===== config.mk =====
export PLATFORM = sky130hd
export DESIGN_NAME = i2c_cfg_slave
export DESIGN_NICKNAME = d
export VERILOG_FILES = /design/src/rtl/i2c_cfg_pkg.sv /design/src/rtl/i2c_line_sync.sv /design/src/rtl/i2c_cfg_regs.sv /design/src/rtl/i2c_cfg_slave.sv
export SDC_FILE = /design/constraint.sdc
export NUM_CORES = 1
export LEC_CHECK = 0
export BUFFER_PORTS_ARGS = -buffer_cell sky130_fd_sc_hd__clkbuf_2
export CAP_MARGIN = 20
export CORE_AREA = 2 2 64 72
export CTS_CLUSTER_SIZE = 40
export DETAILED_ROUTE_END_ITERATION = 8
export DIE_AREA = 0 0 66 74
export GPL_TIMING_DRIVEN = 0
export PLACE_DENSITY = 0.78
export SYNTH_ARGS = -nofsm -noshare
export SYNTH_HDL_FRONTEND = slang
export SYNTH_SLANG_ARGS = --single-unit

===== constraint.sdc =====
create_clock -name clk -period 2.5 [get_ports clk]
set_input_delay 0.5 -clock clk [delete_from_list [all_inputs] [get_ports clk]]
set_output_delay 0.5 -clock clk [all_outputs]
set_load 0.03 [all_outputs]

===== src/rtl/i2c_cfg_pkg.sv =====
package i2c_cfg_pkg;
  typedef enum logic [2:0] {
    ST_IDLE,
    ST_ADDR,
    ST_ADDR_ACK,
    ST_RX,
    ST_RX_ACK,
    ST_TX,
    ST_TX_ACK,
    ST_IGNORE
  } bus_st_e;

  localparam logic [7:0] REG_ID    = 8'h00;
  localparam logic [7:0] REG_FMT   = 8'h01;
  localparam logic [7:0] FMT_RESET = 8'h07;
  localparam logic [7:0] ID_BASE   = 8'h70;
endpackage


===== src/rtl/i2c_line_sync.sv =====
module i2c_line_sync #(
  parameter int STAGES = 2
) (
  input  logic clk,
  input  logic rst_n,
  input  logic scl_i,
  input  logic sda_i,
  output logic scl_s,
  output logic sda_s,
  output logic scl_rise,
  output logic scl_fall,
  output logic start_ev,
  output logic stop_ev
);
  localparam int TOP = STAGES - 1;

  logic [TOP:0] scl_ff, sda_ff;
  logic         scl_q, sda_q;

  always_ff @(posedge clk or negedge rst_n) begin
    if (!rst_n) begin
      scl_ff <= '1;
      sda_ff <= '1;
      scl_q  <= 1'b1;
      sda_q  <= 1'b1;
    end else begin
      scl_ff <= {scl_ff[TOP-1:0], scl_i};
      sda_ff <= {sda_ff[TOP-1:0], sda_i};
      scl_q  <= scl_ff[TOP];
      sda_q  <= sda_ff[TOP];
    end
  end

  assign scl_s    = scl_ff[TOP];
  assign sda_s    = sda_ff[TOP];
  assign scl_rise = scl_s & ~scl_q;
  assign scl_fall = ~scl_s & scl_q;
  assign start_ev = scl_s & scl_q & sda_q & ~sda_s;
  assign stop_ev  = scl_s & scl_q & ~sda_q & sda_s;
endmodule


===== src/rtl/i2c_cfg_regs.sv =====
module i2c_cfg_regs
  import i2c_cfg_pkg::*;
#(
  parameter int VARIANT = 2
) (
  input  logic       clk,
  input  logic       rst_n,
  input  logic       wr_en,
  input  logic [7:0] wr_addr,
  input  logic [7:0] wr_data,
  input  logic [7:0] rd_addr,
  output logic [7:0] rd_data,
  output logic [2:0] std_sel,
  output logic [1:0] fmt_sel,
  output logic [2:0] ped_sel
);
  localparam logic [7:0] ID_VAL = ID_BASE + 8'(VARIANT);

  logic [7:0] fmt_q;

  always_ff @(posedge clk or negedge rst_n) begin
    if (!rst_n)                            fmt_q <= FMT_RESET;
    else if (wr_en && wr_addr == REG_FMT)  fmt_q <= wr_data;
  end

  always_comb begin
    case (rd_addr)
      REG_ID:  rd_data = ID_VAL;
      REG_FMT: rd_data = fmt_q;
      default: rd_data = 8'h00;
    endcase
  end

  assign std_sel = fmt_q[7:5];
  assign fmt_sel = fmt_q[4:3];
  assign ped_sel = fmt_q[2:0];

  AST_FMT_HOLD: assert property (@(posedge clk) disable iff (!rst_n)
    !(wr_en && wr_addr == REG_FMT) |=> $stable(fmt_q));
endmodule


===== src/rtl/i2c_cfg_slave.sv =====
module i2c_cfg_slave
  import i2c_cfg_pkg::*;
#(
  parameter int         VARIANT     = 2,
  parameter logic [6:0] ADDR_BASE   = 7'h20,
  parameter int         SYNC_STAGES = 2
) (
  input  logic       clk,
  input  logic       rst_n,
  input  logic       addr_sel,
  input  logic       scl_i,
  input  logic       sda_i,
  output logic       sda_oe,
  output logic [2:0] std_sel,
  output logic [1:0] fmt_sel,
  output logic [2:0] ped_sel
);
  localparam int         CNT_W  = 4;
  localparam logic [3:0] BYTE_N = 4'd8;

  logic       scl_s, sda_s, scl_rise, scl_fall, start_ev, stop_ev;
  bus_st_e    state;
  logic [CNT_W-1:0] cnt;
  logic [7:0] shreg, ptr, rd_data;
  logic       rw_q, first_q, oe_q;
  logic       wr_en;
  logic [6:0] dev_addr;

  assign dev_addr = ADDR_BASE | {6'b0, addr_sel};

  i2c_line_sync #(.STAGES(SYNC_STAGES)) u_sync (
    .clk(clk), .rst_n(rst_n), .scl_i(scl_i), .sda_i(sda_i),
    .scl_s(scl_s), .sda_s(sda_s), .scl_rise(scl_rise), .scl_fall(scl_fall),
    .start_ev(start_ev), .stop_ev(stop_ev)
  );

  // a completed data byte (not the sub-address) is stored at the pointer
  assign wr_en = (state == ST_RX) && scl_fall && (cnt == BYTE_N) && !first_q;

  i2c_cfg_regs #(.VARIANT(VARIANT)) u_regs (
    .clk(clk), .rst_n(rst_n), .wr_en(wr_en), .wr_addr(ptr), .wr_data(shreg),
    .rd_addr(ptr), .rd_data(rd_data),
    .std_sel(std_sel), .fmt_sel(fmt_sel), .ped_sel(ped_sel)
  );

  always_ff @(posedge clk or negedge rst_n) begin
    if (!rst_n) begin
      state   <= ST_IDLE;
      cnt     <= '0;
      shreg   <= '0;
      ptr     <= '0;
      rw_q    <= 1'b0;
      first_q <= 1'b0;
      oe_q    <= 1'b0;
    end else if (start_ev) begin
      state <= ST_ADDR;
      cnt   <= '0;
      oe_q  <= 1'b0;
    end else if (stop_ev) begin
      state <= ST_IDLE;
      cnt   <= '0;
      oe_q  <= 1'b0;
    end else begin
      case (state)
        ST_ADDR: begin
          if (scl_rise && cnt < BYTE_N) begin
            shreg <= {shreg[6:0], sda_s};
            cnt   <= cnt + 1'b1;
          end else if (scl_fall && cnt == BYTE_N) begin
            if (shreg[7:1] == dev_addr) begin
              oe_q    <= 1'b1;
              rw_q    <= shreg[0];
              first_q <= ~shreg[0];
              state   <= ST_ADDR_ACK;
            end else begin
              state <= ST_IGNORE;
            end
          end
        end
        ST_ADDR_ACK: begin
          if (scl_fall) begin
            cnt <= '0;
            if (rw_q) begin
              shreg <= rd_data;
              oe_q  <= ~rd_data[7];
              ptr   <= ptr + 8'd1;
              state <= ST_TX;
            end else begin
              oe_q  <= 1'b0;
              state <= ST_RX;
            end
          end
        end
        ST_RX: begin
          if (scl_rise && cnt < BYTE_N) begin
            shreg <= {shreg[6:0], sda_s};
            cnt   <= cnt + 1'b1;
          end else if (scl_fall && cnt == BYTE_N) begin
            oe_q  <= 1'b1;
            state <= ST_RX_ACK;
            if (first_q) begin
              ptr     <= shreg;
              first_q <= 1'b0;
            end else begin
              ptr <= ptr + 8'd1;
            end
          end
        end
        ST_RX_ACK: begin
          if (scl_fall) begin
            oe_q  <= 1'b0;
            cnt   <= '0;
            state <= ST_RX;
          end
        end
        ST_TX: begin
          if (scl_fall) begin
            if (cnt == 4'd7) begin
              oe_q  <= 1'b0;
              cnt   <= '0;
              state <= ST_TX_ACK;
            end else begin
              shreg <= {shreg[6:0], 1'b0};
              oe_q  <= ~shreg[6];
              cnt   <= cnt + 1'b1;
            end
          end
        end
        ST_TX_ACK: begin
          if (scl_rise) begin
            if (sda_s) state <= ST_IGNORE;
            else       cnt   <= 4'd1;
          end else if (scl_fall && cnt == 4'd1) begin
            shreg <= rd_data;
            oe_q  <= ~rd_data[7];
            ptr   <= ptr + 8'd1;
            cnt   <= '0;
            state <= ST_TX;
          end
        end
        default: ;
      endcase
    end
  end

  assign sda_oe = oe_q;

  AST_SDA_MOVES_SCL_LOW: assert property (@(posedge clk) disable iff (!rst_n)
    !$stable(oe_q) |-> ($past(start_ev) || $past(stop_ev) || !$past(scl_s)));
  AST_IGNORE_SILENT: assert property (@(posedge clk) disable iff (!rst_n)
    (state == ST_IGNORE) |-> !oe_q);
  AST_START_REARMS: assert property (@(posedge clk) disable iff (!rst_n)
    start_ev |=> (state == ST_ADDR));
  AST_PTR_STEP: assert property (@(posedge clk) disable iff (!rst_n)
    wr_en |=> (ptr == $past(ptr) + 8'd1));
endmodule


==> run_results.csv <==
group,metric,value,unit
placed_design,dp_hpwl,3.95,mm
layout,fin_nets,288,
global_routing,top_usage_layer,"met2",
worst_setup_path,reg2regPathDepth,6,
synthesis,synth_area,2460,µm²
layout,final_util,0.655,
cts,clk_latency,0.29,ns
synthesis,synth_largest_area_cell,"dfrtp_1",
detailed_routing,via_per_inst,6.21,
global_routing,grt_max_degree,41,
synthesis,synth_commonest_cells,"dfrtp_1, nand2_1, mux2_2, nor2_1, o21ai_0",
sta,slew_headroom,0.546,
cts,holdBufCountCts,0,
layout,n_fill_cell,382,
cts,clock-root-buffer,"clkbuf_8",
worst_setup_path,critical_path_required,2.68,ns
detailed_routing,via_count,2061,
synthesis,synth_cell_types,59,
power_and_ir_drop,p_leak,1.16,nW
sta,rsz0062_at_grt,"true",
synthesis,yosysWarnings,0,
placed_design,gp_congestion,0.928,
floorplanning,rows,25,
layout,multi_input_area,1390,µm²
synthesis,synthTopCellsByArea,"dfrtp_1, dfstp_2, mux2_2",
worst_setup_path,worst_ep_arrival_time,2.58,ns
sta,fmax,0.417,GHz
min_path,hold_path.class,"in2async",
cts,cts_max_path_buffers,2,
synthesis,seq_area_frac_synth,0.412,
global_routing,grt_overflow,0,
detailed_routing,ant_nets,0,
floorplanning,ios,14,
layout,drive_gt1_frac,0.248,
sta,setup_viol,0,
worst_setup_path,cp_max_fo,8,
synthesis,synth_edf_count,0,
detailed_routing,routed_wl,5.65,mm
cts,clock-sinks,40,
global_routing,grt_pass1_wl,9.29,mm
worst_setup_path,cpPeakStageDelay,0.59,ns
synthesis,async_reset_ff_frac,1.00,
global_routing,antenna_found_initial,0,
synthesis,syn-num-nets,265,
floorplanning,start_util,0.587,
flow_run,drv_cap,0,
worst_setup_path,crit_family,"simple AND/OR/NAND/NOR gates",
synthesis,avgSynthCellArea,9.68,µm²
power_and_ir_drop,powerDensity,1090,nW/µm²
layout,n_antenna_cell,0,
synthesis,ys.flop_type,"dfrtp_1",
detailed_routing,initialDrtViolationCount,183,
outcome,status,"complete, no violations",
global_routing,grtUsageMet2,0.437,
placed_design,port_buffers,13,
power_and_ir_drop,irDropWorstVdd,0.605,mV
floorplanning,die_w,66,µm
sta,maxSlewViolCount,0,
layout,areaGrowthSynthToFinish,11.7,%
synthesis,ys_ff_latch,40,
synthesis,netlist_instances,254,
worst_setup_path,r2r_slack,0.10,ns
sta,period_minus_slack,2.40,ns
worst_setup_path,crit_type,"reg2reg",
sta,finalHoldViolations,0,
global_routing,use_met1,0.325,
worst_setup_path,rr_startpoint,"ptr[4]",
floorplanning,dieArea,4880,µm²
global_routing,track_usage,0.250,
synthesis,synth.top_cell.area_share,0.316,
worst_setup_path,cp-start-kind,"register",
worst_setup_path,critPathSlowestCell,"or4_1",
global_routing,use_met3,0.0348,
sta,worst_pin_slew,0.675,ns
detailed_routing,wl_per_cell,17.0,µm
floorplanning,die_y,74,µm
synthesis,yosysMostFrequentCell,"dfrtp_1",
worst_setup_path,worstReg2RegEnd,"u_regs.fmt_q[7]",
detailed_routing,drc,0,
cts,cts.clk_slew.worst_paths,0.08,ns
worst_setup_path,worstSetupEndpointType,"register",
global_routing,grt_pass1_vias,1939,
worst_setup_path,crit_buf_inv,1,
worst_setup_path,path_cells,"or4_1, nor3_2, nand2_2, nor4b_4, buf_4, mux2_2",
sta,fin_skew,0.00370,ns
detailed_routing,firstDrtPassIters,4,
cts,cts_buffers,5,
layout,regArea,1010,µm²
floorplanning,core_area,4190,µm²
cts,cts_tree,"done",
sta,tns,0,ns
cts,htree_num_levels,2,
sta,period_share,0.960,
[state kept, by name, indices dropped and copies added, names as in the netlist]
signal	count
u_sync.scl_q	1
state	3
shreg	8
ptr	8
rw_q	1
cnt	4
u_sync.sda_ff	2
u_regs.fmt_q	8
u_sync.scl_ff	2
sda_oe	1
u_sync.sda_q	1
first_q	1
[worst max-delay path by stage]
stage	startpoint	end	slack [ns]	depth (start not counted)
after global routing	u_sync.scl_q	u_regs.fmt_q[7]	-0.02	7
final	ptr[4]	u_regs.fmt_q[7]	0.10	6
after CTS	cnt[1]	state[2]	0.03	7
after detailed placement	ptr[4]	u_regs.fmt_q[6]	-0.01	5
after global placement	ptr[4]	u_regs.fmt_q[3]	0.003	5
after floorplan	cnt[1]	state[1]	0.26	7
[per-layer routing]
layer | wire length, µm | vias to the layer above
li1 | - | 993
met1 | 2530 | 1015
met2 | 2840 | 42
met3 | 175 | 11
met4 | 107 | 0
met5 | 0 | -
[cell families (layout without fill, tap and decap cells)]
family	count (synthesis)	count (layout)	synth area share
AOI/OAI and AO/OA	67	67	0.194
xor gates and xnor gates	3	3	0.0107
adders and majority gates	6	6	0.0305
buffers and inverters	19	43	0.0295
DFF	40	40	0.412
muxes	23	23	0.103
and+or+nand+nor	96	96	0.220
[repair_timing]
item,4_1_cts,5_1_grt
gates resized for setup,0,8
buffers inserted,1,1
endpoints found under the setup margin,5,13
pin swaps,1,1
[placed cells by master, fill, tap and decap left out, types with 2 or more instances in the layout]
| cell | netlist | final |
|---|---|---|
| mux2_2 | 19 | 19 |
| nand3_1 | 9 | 9 |
| nor2b_1 | 6 | 6 |
| o21ai_0 | 15 | 15 |
| o211ai_1 | 4 | 4 |
| nand3b_1 | 2 | 2 |
| nor4_1 | 3 | 3 |
| nand2b_1 | 4 | 4 |
| clkinvlp_4 | 0 | 2 |
| clkbuf_1 | 8 | 6 |
| a2bb2oi_1 | 7 | 7 |
| o31ai_1 | 5 | 5 |
| clkbuf_2 | 0 | 16 |
| nor3b_1 | 2 | 2 |
| xor2_1 | 2 | 2 |
| o32ai_1 | 2 | 2 |
| a21oi_1 | 10 | 10 |
| buf_4 | 0 | 2 |
| nor2_1 | 15 | 15 |
| clkbuf_8 | 0 | 6 |
| or2_2 | 2 | 2 |
| buf_1 | 3 | 2 |
| dfstp_2 | 9 | 9 |
| and3_1 | 3 | 3 |
| or4_1 | 2 | 2 |
| o41ai_1 | 2 | 2 |
| nand2_1 | 24 | 24 |
| mux2i_1 | 4 | 4 |
| nor3_1 | 10 | 10 |
| inv_1 | 7 | 7 |
| ha_1 | 6 | 6 |
| a31oi_1 | 4 | 4 |
| nor4b_4 | 1 | 2 |
| a211o_1 | 2 | 2 |
| o22ai_1 | 4 | 4 |
| dfrtp_1 | 31 | 31 |
[power by group]
part	total (mW)	internal [mW]	switching (mW)
registers	1.04	0.821	0.214
logic	1.51	0.639	0.872
clock network	0.455	0.223	0.232
[through the flow]
stage | cells | setup slack, ns | power [mW] | hold WS, ns | cell area, µm²
after floorplan | 254 | 0.262 | 2.12 | 0.204 | 2460
after global placement | 321 | 0.00334 | 2.44 | 0.346 | 2590
after detailed placement | 321 | -0.0115 | 2.47 | 0.349 | 2590
after CTS | 330 | 0.0288 | 2.93 | 0.280 | 2700
after global routing | 332 | -0.0189 | 3.24 | 0.0710 | 2750
final | 332 | 0.100 | 3.00 | 0.0613 | 2750
[area by class of cell]
type / instances / area share
Inverter: 7 / 0.00957
Multi-Input combinational cell: 195 / 0.507
Clock inverter: 2 / 0.00547
Buffer: 12 / 0.0182
Timing Repair Buffer: 16 / 0.0365
Tap cell: 54 / 0.0246
Sequential cell: 40 / 0.369
Clock buffer: 6 / 0.0301
(Power assumes the default switching activity.)
